$ cat src/rtl/f2i_pkg.sv
package f2i_pkg;

  typedef enum logic [1:0] {
    RND_NEAR = 2'd0,
    RND_UP   = 2'd1,
    RND_DOWN = 2'd2,
    RND_ZERO = 2'd3
  } rnd_e;

  typedef struct packed {
    logic neg;
    logic nan;
    logic zero;
    logic denorm;
    logic frac_nz;
  } cls_t;

endpackage

$ cat src/rtl/f2i_classify.sv
module f2i_classify #(
  parameter int EXP_W  = 8,
  parameter int FRAC_W = 23
) (
  input  logic [EXP_W+FRAC_W:0] bits_i,
  output f2i_pkg::cls_t         cls_o,
  output logic [EXP_W-1:0]      exp_o,
  output logic [FRAC_W:0]       sig_o
);
  logic [EXP_W-1:0]  exp_f;
  logic [FRAC_W-1:0] frac_f;
  logic              exp_zero;
  logic              exp_full;

  assign exp_f    = bits_i[EXP_W+FRAC_W-1:FRAC_W];
  assign frac_f   = bits_i[FRAC_W-1:0];
  assign exp_zero = (exp_f == '0);
  assign exp_full = (exp_f == '1);

  always_comb begin
    cls_o.neg     = bits_i[EXP_W+FRAC_W];
    cls_o.frac_nz = (frac_f != '0);
    cls_o.nan     = exp_full && cls_o.frac_nz;
    cls_o.zero    = exp_zero && !cls_o.frac_nz;
    cls_o.denorm  = exp_zero && cls_o.frac_nz;
  end

  assign exp_o = exp_f;
  // hidden bit present only for normal encodings
  assign sig_o = {!exp_zero, frac_f};
endmodule

$ cat src/rtl/f2i_shift_round.sv
module f2i_shift_round #(
  parameter int EXP_W  = 8,
  parameter int FRAC_W = 23,
  parameter int INT_W  = 32
) (
  input  logic [FRAC_W:0]    sig_i,
  input  logic [EXP_W-1:0]   exp_i,
  input  logic               neg_i,
  input  f2i_pkg::rnd_e      mode_i,
  output logic [INT_W-1:0]   mag_o,
  output logic               rem_nz_o,
  output logic               bump_o
);
  import f2i_pkg::*;

  localparam int SH_W   = $clog2(INT_W);
  localparam int WIDE_W = FRAC_W + INT_W;
  localparam int BIAS   = (1 << (EXP_W - 1)) - 1;
  localparam logic [EXP_W-1:0] BIAS_E = EXP_W'(BIAS);

  logic [SH_W-1:0]   shamt;
  logic [EXP_W-1:0]  exp_off;
  logic [WIDE_W-1:0] wide;
  logic [FRAC_W-1:0] rem;
  logic              half_bit;
  logic              below_half_nz;

  // Only meaningful when the exponent lies in the in-range window.
  assign exp_off = exp_i - BIAS_E;
  assign shamt   = SH_W'(exp_off);
  assign wide    = {{(INT_W-1){1'b0}}, sig_i} << shamt;
  assign mag_o   = wide[WIDE_W-1:FRAC_W];
  assign rem     = wide[FRAC_W-1:0];

  assign half_bit      = rem[FRAC_W-1];
  assign below_half_nz = (rem[FRAC_W-2:0] != '0);
  assign rem_nz_o      = half_bit || below_half_nz;

  always_comb begin
    bump_o = 1'b0;
    unique case (mode_i)
      RND_NEAR: bump_o = half_bit && (below_half_nz || mag_o[0]);
      RND_UP:   bump_o = rem_nz_o && !neg_i;
      RND_DOWN: bump_o = rem_nz_o && neg_i;
      RND_ZERO: bump_o = 1'b0;
      default:  bump_o = 1'b0;
    endcase
  end
endmodule

$ cat src/rtl/f2i_resolve.sv
module f2i_resolve #(
  parameter int EXP_W = 8,
  parameter int INT_W = 32
) (
  input  logic               signed_i,
  input  f2i_pkg::cls_t      cls_i,
  input  logic [EXP_W-1:0]   exp_i,
  input  f2i_pkg::rnd_e      mode_i,
  input  logic [INT_W-1:0]   mag_i,
  input  logic               rem_nz_i,
  input  logic               bump_i,
  output logic [INT_W-1:0]   res_o,
  output logic               invalid_o,
  output logic               inexact_o
);
  import f2i_pkg::*;

  localparam int BIAS = (1 << (EXP_W - 1)) - 1;
  localparam logic [EXP_W-1:0] E_ONE  = EXP_W'(BIAS);
  localparam logic [EXP_W-1:0] E_HALF = EXP_W'(BIAS - 1);
  localparam logic [EXP_W-1:0] E_ULIM = EXP_W'(BIAS + INT_W);
  localparam logic [EXP_W-1:0] E_SLIM = EXP_W'(BIAS + INT_W - 1);
  localparam logic [INT_W-1:0] ALL1   = '1;
  localparam logic [INT_W-1:0] ONE    = INT_W'(1);
  localparam logic [INT_W-1:0] SMAX   = {1'b0, {(INT_W-1){1'b1}}};
  localparam logic [INT_W-1:0] SMIN   = {1'b1, {(INT_W-1){1'b0}}};

  logic             in_range;
  logic             above_half;
  logic [INT_W:0]   s_sum;
  logic [INT_W:0]   s_lim;
  logic [INT_W:0]   s_mag;
  logic [INT_W-1:0] u_mag;
  logic             u_carry_ovf;
  logic             u_neg;

  assign in_range   = (exp_i >= E_ONE);
  assign above_half = (exp_i == E_HALF) && cls_i.frac_nz;
  assign u_neg      = cls_i.neg || cls_i.nan;

  // signed rounded magnitude and its clamp limit
  assign s_sum = {1'b0, mag_i} + {{INT_W{1'b0}}, bump_i};
  assign s_lim = {1'b0, SMAX} + {{INT_W{1'b0}}, cls_i.neg};

  always_comb begin
    if (s_sum > s_lim) s_mag = s_lim;
    else               s_mag = s_sum;
  end

  // unsigned rounded magnitude, carry past the top is refused
  always_comb begin
    u_carry_ovf = bump_i && (mag_i == ALL1);
    if (bump_i && !u_carry_ovf) u_mag = mag_i + ONE;
    else                        u_mag = mag_i;
  end

  always_comb begin
    res_o     = '0;
    invalid_o = 1'b0;
    inexact_o = 1'b0;
    if (signed_i) begin
      if (cls_i.nan) begin
        invalid_o = 1'b1;
      end else if (exp_i >= E_SLIM) begin
        res_o     = cls_i.neg ? SMIN : SMAX;
        invalid_o = 1'b1;
      end else if (in_range) begin
        if (s_sum > s_lim) invalid_o = 1'b1;
        else               inexact_o = rem_nz_i;
        res_o = cls_i.neg ? (~s_mag[INT_W-1:0] + ONE) : s_mag[INT_W-1:0];
      end else if (!cls_i.zero) begin
        inexact_o = 1'b1;
        unique case (mode_i)
          RND_NEAR: if (above_half) res_o = cls_i.neg ? ALL1 : ONE;
          RND_UP:   if (!cls_i.neg) res_o = ONE;
          RND_DOWN: if (cls_i.neg)  res_o = ALL1;
          default:  res_o = '0;
        endcase
      end
    end else begin
      if (exp_i >= E_ULIM) begin
        res_o     = u_neg ? '0 : ALL1;
        invalid_o = 1'b1;
      end else if (in_range) begin
        invalid_o = u_carry_ovf;
        if (u_neg && (u_mag != '0)) begin
          invalid_o = 1'b1;
        end else begin
          res_o     = u_mag;
          inexact_o = rem_nz_i;
        end
      end else if (!cls_i.zero) begin
        unique case (mode_i)
          RND_NEAR: begin
            if (above_half && u_neg) invalid_o = 1'b1;
            else begin
              inexact_o = 1'b1;
              if (above_half) res_o = ONE;
            end
          end
          RND_UP: begin
            inexact_o = 1'b1;
            if (!u_neg) res_o = ONE;
          end
          RND_DOWN: begin
            if (u_neg) invalid_o = 1'b1;
            else       inexact_o = 1'b1;
          end
          default: inexact_o = 1'b1;
        endcase
      end
    end
  end
endmodule

$ cat src/rtl/f2i_conv.sv
module f2i_conv #(
  parameter int INT_W  = 32,
  parameter int EXP_W  = 8,
  parameter int FRAC_W = 23
) (
  input  logic                  clk,
  input  logic                  rst_n,
  input  logic                  in_valid,
  input  logic [EXP_W+FRAC_W:0] in_bits,
  input  logic                  in_signed,
  input  logic [1:0]            in_rmode,
  input  logic                  in_trunc,
  output logic                  out_valid,
  output logic [INT_W-1:0]      out_int,
  output logic                  out_invalid,
  output logic                  out_inexact,
  output logic                  out_denorm
);
  import f2i_pkg::*;

  logic rst_meta_n;
  logic rst_sync_n;

  // asynchronous assertion, release aligned to clk
  always_ff @(posedge clk or negedge rst_n) begin
    if (!rst_n) begin
      rst_meta_n <= 1'b0;
      rst_sync_n <= 1'b0;
    end else begin
      rst_meta_n <= 1'b1;
      rst_sync_n <= rst_meta_n;
    end
  end

  rnd_e             eff_mode;
  cls_t             cls;
  logic [EXP_W-1:0] exp_v;
  logic [FRAC_W:0]  sig_v;
  logic [INT_W-1:0] mag_v;
  logic             rem_nz_v;
  logic             bump_v;
  logic [INT_W-1:0] res_v;
  logic             inv_v;
  logic             inx_v;

  assign eff_mode = in_trunc ? RND_ZERO : rnd_e'(in_rmode);

  f2i_classify #(.EXP_W(EXP_W), .FRAC_W(FRAC_W)) u_classify (
    .bits_i (in_bits),
    .cls_o  (cls),
    .exp_o  (exp_v),
    .sig_o  (sig_v)
  );

  f2i_shift_round #(.EXP_W(EXP_W), .FRAC_W(FRAC_W), .INT_W(INT_W)) u_shift_round (
    .sig_i    (sig_v),
    .exp_i    (exp_v),
    .neg_i    (cls.neg),
    .mode_i   (eff_mode),
    .mag_o    (mag_v),
    .rem_nz_o (rem_nz_v),
    .bump_o   (bump_v)
  );

  f2i_resolve #(.EXP_W(EXP_W), .INT_W(INT_W)) u_resolve (
    .signed_i  (in_signed),
    .cls_i     (cls),
    .exp_i     (exp_v),
    .mode_i    (eff_mode),
    .mag_i     (mag_v),
    .rem_nz_i  (rem_nz_v),
    .bump_i    (bump_v),
    .res_o     (res_v),
    .invalid_o (inv_v),
    .inexact_o (inx_v)
  );

  logic             valid_d;
  logic [INT_W-1:0] int_d;
  logic             inv_d;
  logic             inx_d;
  logic             den_d;

  always_comb begin
    valid_d = in_valid;
    int_d   = res_v;
    inv_d   = inv_v;
    inx_d   = inx_v;
    den_d   = cls.denorm;
  end

  always_ff @(posedge clk or negedge rst_sync_n) begin
    if (!rst_sync_n) begin
      out_valid <= 1'b0;
    end else begin
      out_valid <= valid_d;
    end
  end

  always_ff @(posedge clk or negedge rst_sync_n) begin
    if (!rst_sync_n) begin
      out_int     <= '0;
      out_invalid <= 1'b0;
      out_inexact <= 1'b0;
      out_denorm  <= 1'b0;
    end else if (in_valid) begin
      out_int     <= int_d;
      out_invalid <= inv_d;
      out_inexact <= inx_d;
      out_denorm  <= den_d;
    end
  end
endmodule

$ cat config.mk
export PLATFORM = sky130hd
export DESIGN_NAME = f2i_conv
export DESIGN_NICKNAME = d
export VERILOG_FILES = /design/src/rtl/f2i_pkg.sv /design/src/rtl/f2i_classify.sv /design/src/rtl/f2i_shift_round.sv /design/src/rtl/f2i_resolve.sv /design/src/rtl/f2i_conv.sv
export SDC_FILE = /design/constraint.sdc
export NUM_CORES = 1
export LEC_CHECK = 0
export CAP_MARGIN = 20
export CORE_UTILIZATION = 55
export CTS_CLUSTER_SIZE = 10
export DETAILED_ROUTE_END_ITERATION = 10
export PLACE_DENSITY = 0.76
export SLEW_MARGIN = 10
export SYNTH_ARGS = -nofsm -noshare
export SYNTH_HDL_FRONTEND = slang
export SYNTH_SLANG_ARGS = --single-unit
$ cat constraint.sdc
create_clock -name clk -period 3.5 [get_ports clk]
set_input_delay 0.7 -clock clk [delete_from_list [all_inputs] [get_ports clk]]
set_output_delay 0.7 -clock clk [all_outputs]
set_load 0.02 [all_outputs]
==> out/results.tsv, run 1 <==
stage	metric	value	unit
clock_tree	holdBufCountCts	0	
synth	synthFlopType	dfrtp_1	
synth	synth_area	8930	um^2
synth	netlist_top_cells_count	117 x nor2_1, 86 x nand2_1, 80 x a21oi_1	
global_route	grt_max_degree	46	
clock_tree	clock-sinks	38	
floorplanning	fp.dieH	129	um
outcome	status	stopped before the end	
synth	synth.yosys.seq_area_share	10.6	%
synth	yosysWarningCount	0	
global_route	grt_usage	90.4	%
synth	yosysUniqueCellTypes	108	
global_route	grt_pass1_wl	117000	um
synth	synth_async_sr_flop_share	100	%
clock_tree	root_buffer	clkbuf_16	
floorplanning	num_io_pins	75	
synth	synth-edff-count	0	
synth	synthXorXnorAreaFrac	5.18	%
synth	synth.most_common_cell	nor2_1	
synth	yosysTopAreaCellShare	10.6	%
synth	ys_ff_latch	38	
floorplanning	initial_core_util	56.2	%
floorplanning	rows	46	
synth	synth_cells	1189	
synth	synthTopCellsByArea	dfrtp_1 11%, ha_1 6.2%, mux4_2 5.5%, nor2_1 4.9%, a21oi_1 4.5%	
place	gp_congestion	1.17	
synth	avgSynthCellArea	7.51	um^2
synth	synth_compound_area_share	29.3	%
synth	synth.largest_area_cell	dfrtp_1	
clock_tree	cts_made_buffers	5	
floorplanning	die_w	129	um
place	portBuffers	74	
synth	synthMuxAreaShare	14.0	%
place	dp_hpwl	36800	um
synth	syn_nets	1272	
synth	synth_simple_gate_area_share	28.4	%
synth	synth_fa_ha_area_share	6.16	%
outcome	lastStage	global routing	
synth	synth_top_family_by_area	compound AO/OA/AOI/OAI gates	
clock_tree	cts.path.max_buffers	2	
clock_tree	cts_htree_levels	2	
global_route	grt_pass1_vias	18622	
outcome	error	[ERROR GRT-0116] Global routing finished with congestion. Check the congestion regions in the DRC Viewer.	
global_route	grt_overflow	543	
[through the flow]
stage	std cells	area (um^2)	setup WS (ps)	utilization [%]	TNS (ps)
after global placement	1873	13400	-4850	84.6	-155920
after floorplan	1189	9330	-5320	-	-157100
after detailed placement	1873	13400	-5340	84.6	-169020
after CTS	1993	15100	-4220	94.9	-136280
[layer usage]
metal	GRT usage, %	overflow
met1	86.3	3
met2	110	370
met3	74.8	16
met4	97.5	154
met5	39.4	0
[cells by family after synthesis]
group,after synthesis
and+or+nand+nor,475
buffers and inverters,118
DFF,38
other,1
adders and majority gates,44
xor gates and xnor gates,46
muxes,91
AOI/OAI and AO/OA,376
[repair_timing]
action / CTS
pin swaps: 64
resized for setup: 142
setup buffers: 111
setup endpoints to repair: 34
gates cloned: 2
==> inputs of run 2 (changes only) <==
--- a/config.mk
+++ b/config.mk
@@ -6,10 +6,9 @@
 export NUM_CORES = 1
 export LEC_CHECK = 0
 export CAP_MARGIN = 20
-export CORE_UTILIZATION = 55
-export CTS_CLUSTER_SIZE = 10
+export CORE_UTILIZATION = 40
 export DETAILED_ROUTE_END_ITERATION = 10
-export PLACE_DENSITY = 0.76
+export PLACE_DENSITY_LB_ADDON = 0.15
 export SLEW_MARGIN = 10
 export SYNTH_ARGS = -nofsm -noshare
 export SYNTH_HDL_FRONTEND = slang
==> out/results.tsv, run 2 <==
stage	metric	value	unit	change
place	portBuffers	74		unchanged
global_route	grt_overflow	0		
outcome	status	finished with violations		was stopped before the end
cells_and_area	finalNetCount	1890		
synth	syn_nets	1272		unchanged
clock_tree	holdBufCountCts	0		unchanged
setup_path	r2r_end	out_int[0]		
timing	min_period_over_period	231	%	
setup_path	crit_fanout	8		
synth	avgSynthCellArea	7.51	um^2	unchanged
synth	yosysTopAreaCellShare	10.6	%	unchanged
timing	setup_viol	34		
setup_path	cp_slowest_cell	or4b_4		
detailed_routing	viasPerCell	6.34		
synth	synth.yosys.seq_area_share	10.6	%	unchanged
cells_and_area	largest_reg_flops	32		
synth	synthTopCellsByArea	dfrtp_1 11%, ha_1 6.2%, mux4_2 5.5%, nor2_1 4.9%, a21oi_1 4.5%		unchanged
synth	synth.largest_area_cell	dfrtp_1		unchanged
cells_and_area	final_common_cell	buf_4		
timing	worst_slew_pin_slew	1080	ps	
synth	synth_area	8930	um^2	unchanged
cells_and_area	utilization	73.1	%	
global_route	grtUsageMet2	72.6	%	
setup_path	critPathBufInv	10		
synth	synthFlopType	dfrtp_1		unchanged
detailed_routing	first_pass_iters	5		
detailed_routing	vias	13245		
timing	finalCriticalPeriod	8070	ps	
synth	yosysWarningCount	0		unchanged
timing	setup-tns-final	-141610	ps	
floorplanning	initial_core_util	40.8	%	was 56.2%
setup_path	cp_common_cell	ha_4		
power_and_ir_drop	comb_power_share	77.2	%	
global_route	grt_pass1_wl	76100	um	
hold_path	hold_path.class	register to asynchronous set/reset pin		
global_route	grt_pass1_vias	13105		
place	gp_congestion	1.07		was 1.17
clock_tree	cts_tree	yes		
setup_path	path_class	primary input to register		
timing	hold_viol	0		
global_route	grt_max_degree	48		
cells_and_area	syn_to_final_growth	79.0	%	
setup_path	cpPeakStageDelay	530	ps	
setup_path	path_delay_family	compound AO/OA/AOI/OAI gates		
synth	netlist_top_cells_count	117 x nor2_1, 86 x nand2_1, 80 x a21oi_1		unchanged
global_route	use_met3	11.3	%	
global_route	antenna_found_initial	0		
timing	fmax	0.124	GHz	
timing	setup_slack	-4570	ps	
power_and_ir_drop	power.switching	0.00230	W	
global_route	grt_usage	44.8	%	
detailed_routing	wire_per_inst	25.0	um	
cells_and_area	final_cell_mix	571 x buf_4, 104 x nor2_1, 82 x nand2_1		
setup_path	r2r_slack	2550	ps	
power_and_ir_drop	irDropWorstVdd	0.000185	V	
floorplanning	num_io_pins	75		unchanged
power_and_ir_drop	powerDensity	317	nW/um^2	
cells_and_area	fin_cells	2088		
global_route	grt_busiest_layer	met2		
power_and_ir_drop	p_leak	7.00	nW	
outcome	violations	negative setup slack		
cells_and_area	top_register	out_int		
setup_path	cp.depth	42		
place	dp_cells	1963		was 1873
detailed_routing	wl	52100	um	
synth	yosysUniqueCellTypes	108		unchanged
timing	slew_viol_final	0		
floorplanning	rows	54		was 46
clock_tree	cts_htree_levels	2		unchanged
setup_path	start_kind	primary input		
floorplanning	dieArea	22900	um^2	
synth	synth.most_common_cell	nor2_1		unchanged
synth	synth-edff-count	0		unchanged
clock_tree	clock_latency	290	ps	
setup_path	reg2reg_depth	4		
power_and_ir_drop	p_int	0.00276	W	
timing	rsz0062_at_grt	yes		
setup_path	rr_startpoint	out_int[0]		
timing	relSlewSlack	27.5	%	
power_and_ir_drop	pwr-share-clk	12.2	%	
clock_tree	clock-sinks	38		unchanged
floorplanning	core	21900	um^2	
power_and_ir_drop	seq_power_share	10.5	%	
setup_path	end_kind	register		
floorplanning	fp.dieH	151	um	was 129 um
synth	ys_ff_latch	38		unchanged
clock_tree	clk_pin_slew_worst_paths	70	ps	
clock_tree	cts.path.max_buffers	2		unchanged
synth	synth_cells	1189		unchanged
detailed_routing	antenna_left	0		
timing	finalClockSkew	3.28	ps	
cells_and_area	diodes	0		
setup_path	cp.required	3710	ps	
clock_tree	cts_made_buffers	5		unchanged
floorplanning	die_w	151	um	was 129 um
run	drv_cap	0		
detailed_routing	drt_iter0_drc	1130		
global_route	met1_usage	49.4	%	
detailed_routing	drc	0		
cells_and_area	drive_gt1_share	48.5	%	
synth	synth_async_sr_flop_share	100	%	unchanged
setup_path	cp.arrival	8280	ps	
power_and_ir_drop	sw_frac_of_total	45.5	%	
timing	fin_hold_ws	290	ps	
place	dp_hpwl	39400	um	was 36800 um
clock_tree	root_buffer	clkbuf_16		unchanged
-- run 2: worst max path at each step --
stage,start,end,slack [ps]
4_1_cts,in_bits[23],out_int[18],-4280
3_3_place_gp,in_bits[24],out_int[18],-5040
2_1_floorplan,in_bits[23],out_int[20],-5320
3_5_place_dp,in_bits[24],out_int[18],-5300
6_report,in_bits[23],out_int[30],-4570
5_1_grt,in_bits[23],out_int[30],-4800
-- run 2: timing repair --
| action | CTS | global route |
|---|---|---|
| gates resized for setup | 150 | 97 |
| buffers inserted | 98 | 31 |
| pin swaps | 76 | 86 |
| setup endpoints to repair | 34 | 34 |
| cloned | 4 | 0 |
-- run 2: per-stage QoR --
| stage | cell area, um^2 | setup slack, ps | power, W |
|---|---|---|---|
| CTS | 15400 | -4280 | 0.00473 |
| floorplan | 9330 | -5320 | 0.00207 |
| global route | 16000 | -4800 | 0.00527 |
| detailed placement | 13700 | -5300 | 0.00369 |
| global placement | 13700 | -5040 | 0.00366 |
| finish | 16000 | -4570 | 0.00506 |
-- run 2: worst register-to-register path: stages (launching register included) --
cell and delay (ps):
dfrtp_1 380, nor2_1 140, nor4_1 70, o211ai_1 90
o221ai_1 140
-- run 2: per-layer routing --
layer / share of wire (%) / vias up
li1: - / 5876
met1: 36 / 6300
met2: 46 / 783
met3: 8.8 / 286
met4: 9.1 / 0
met5: 0 / -
-- run 2: cell families (layout without fill, tap and decap cells) --
| kind of cell | after synthesis | in the layout | share of synthesized area (%) |
|---|---|---|---|
| flip-flops | 38 | 38 | 10.6 |
| XOR/XNOR | 46 | 46 | 5.18 |
| adder cells (fa/ha/maj) | 44 | 44 | 6.16 |
| other | 1 | 1 | 0.0420 |
| multiplexers | 91 | 91 | 14.0 |
| buffers and inverters | 118 | 736 | 6.25 |
| AO/OA/AOI/OAI | 376 | 376 | 29.3 |
| AND/OR/NAND/NOR | 475 | 476 | 28.4 |
-- run 2: final cells by class --
type / instances / area [um^2]
multi-input cells: 1034 / 8650
fillers: 1713 / 5900
repair buffers: 691 / 5700
flip-flops and latches: 38 / 951
well taps: 280 / 350
inverters: 37 / 151
clock buffers: 5 / 125
clock inverters: 3 / 68.8
-- run 2: power groups by stage --
stage          combinational [W]  sequential, W  clock [W]
4_1_cts                  0.00357       0.000532   0.000626
3_5_place_dp             0.00315       0.000538          0
3_3_place_gp             0.00312       0.000538          0
6_report                 0.00391       0.000533   0.000620
5_1_grt                  0.00409       0.000539   0.000637
2_1_floorplan            0.00147       0.000603          0
Note: power is estimated with default switching activity, not from simulation.
==> inputs of run 3 (changes only) <==
--- a/config.mk
+++ b/config.mk
@@ -6,9 +6,11 @@
 export NUM_CORES = 1
 export LEC_CHECK = 0
 export CAP_MARGIN = 20
-export CORE_UTILIZATION = 40
+export CORE_UTILIZATION = 55
 export DETAILED_ROUTE_END_ITERATION = 10
+export HOLD_SLACK_MARGIN = 0.02
 export PLACE_DENSITY_LB_ADDON = 0.15
+export SETUP_SLACK_MARGIN = 0.02
 export SLEW_MARGIN = 10
 export SYNTH_ARGS = -nofsm -noshare
 export SYNTH_HDL_FRONTEND = slang
==> out/results.tsv, run 3 <==
stage	metric	value	unit	change
floorplanning	die_w	129	um	was 151 um
synth	syn_nets	1272		unchanged
synth	synthFlopType	dfrtp_1		unchanged
synth	synthMuxAreaShare	14.0	%	unchanged
synth	synth.largest_area_cell	dfrtp_1		unchanged
synth	netlist_top_cells_count	117 x nor2_1, 86 x nand2_1, 80 x a21oi_1		unchanged
synth	synth_compound_area_share	29.3	%	unchanged
synth	synth_area	8930	um^2	unchanged
floorplanning	fp.dieH	129	um	was 151 um
floorplanning	num_io_pins	75		unchanged
clock_tree	root_buffer	clkbuf_16		unchanged
clock_tree	clock-sinks	38		unchanged
clock_tree	holdBufCountCts	0		unchanged
synth	synth.yosys.seq_area_share	10.6	%	unchanged
floorplanning	initial_core_util	56.2	%	was 40.8%
synth	synth-edff-count	0		unchanged
clock_tree	cts_made_buffers	5		unchanged
synth	avgSynthCellArea	7.51	um^2	unchanged
clock_tree	cts.path.max_buffers	2		unchanged
synth	synth_simple_gate_area_share	28.4	%	unchanged
synth	yosysUniqueCellTypes	108		unchanged
synth	yosysTopAreaCellShare	10.6	%	unchanged
global_route	grt_max_degree	39		
global_route	grt_usage	78.5	%	
outcome	status	stopped before the end		was finished with violations
synth	synthXorXnorAreaFrac	5.18	%	unchanged
synth	ys_ff_latch	38		unchanged
outcome	lastStage	global routing		
synth	synth_async_sr_flop_share	100	%	unchanged
place	portBuffers	74		unchanged
synth	synth_fa_ha_area_share	6.16	%	unchanged
floorplanning	rows	46		was 54
global_route	grt_pass1_wl	99700	um	
clock_tree	cts_htree_levels	2		unchanged
global_route	grt_overflow	168		
synth	synth.most_common_cell	nor2_1		unchanged
synth	synthTopCellsByArea	dfrtp_1 11%, ha_1 6.2%, mux4_2 5.5%, nor2_1 4.9%, a21oi_1 4.5%		unchanged
synth	yosysWarningCount	0		unchanged
place	dp_hpwl	37000	um	was 39400 um
outcome	error	[ERROR GRT-0116] Global routing finished with congestion. Check the congestion regions in the DRC Viewer.		
place	gp_congestion	1.15		was 1.07
synth	synth_top_family_by_area	compound AO/OA/AOI/OAI gates		unchanged
synth	synth_cells	1189		unchanged
global_route	grt_pass1_vias	16429		
run 3: kinds of logic after synthesis:
logic type               after synthesis
other                                  1
AND/OR/NAND/NOR                      475
AO/OA/AOI/OAI                        376
buffers and inverters                118
adder cells (fa/ha/maj)               44
multiplexers                          91
XOR/XNOR                              46
flip-flops                            38
run 3: stage by stage:
| stage | utilization (%) | TNS (ps) | std cells | instance area (um^2) | setup slack [ps] |
|---|---|---|---|---|---|
| 3_5_place_dp | 84.7 | -168380 | 1876 | 13500 | -5290 |
| 2_1_floorplan | - | -157100 | 1189 | 9330 | -5320 |
| 4_1_cts | 92.0 | -133700 | 1927 | 14600 | -4360 |
| 3_3_place_gp | 84.7 | -156310 | 1876 | 13500 | -4870 |
run 3: per-layer routing:
layer	global-route usage, %	overflow
met5	18.2	0
met4	84.3	65
met3	62.6	3
met2	96.8	96
met1	76.5	4
run 3: what timing repair did:
action | CTS
endpoints found under the setup margin | 34
pin swaps | 120
setup buffers | 49
gates resized for setup | 153
cloned | 2
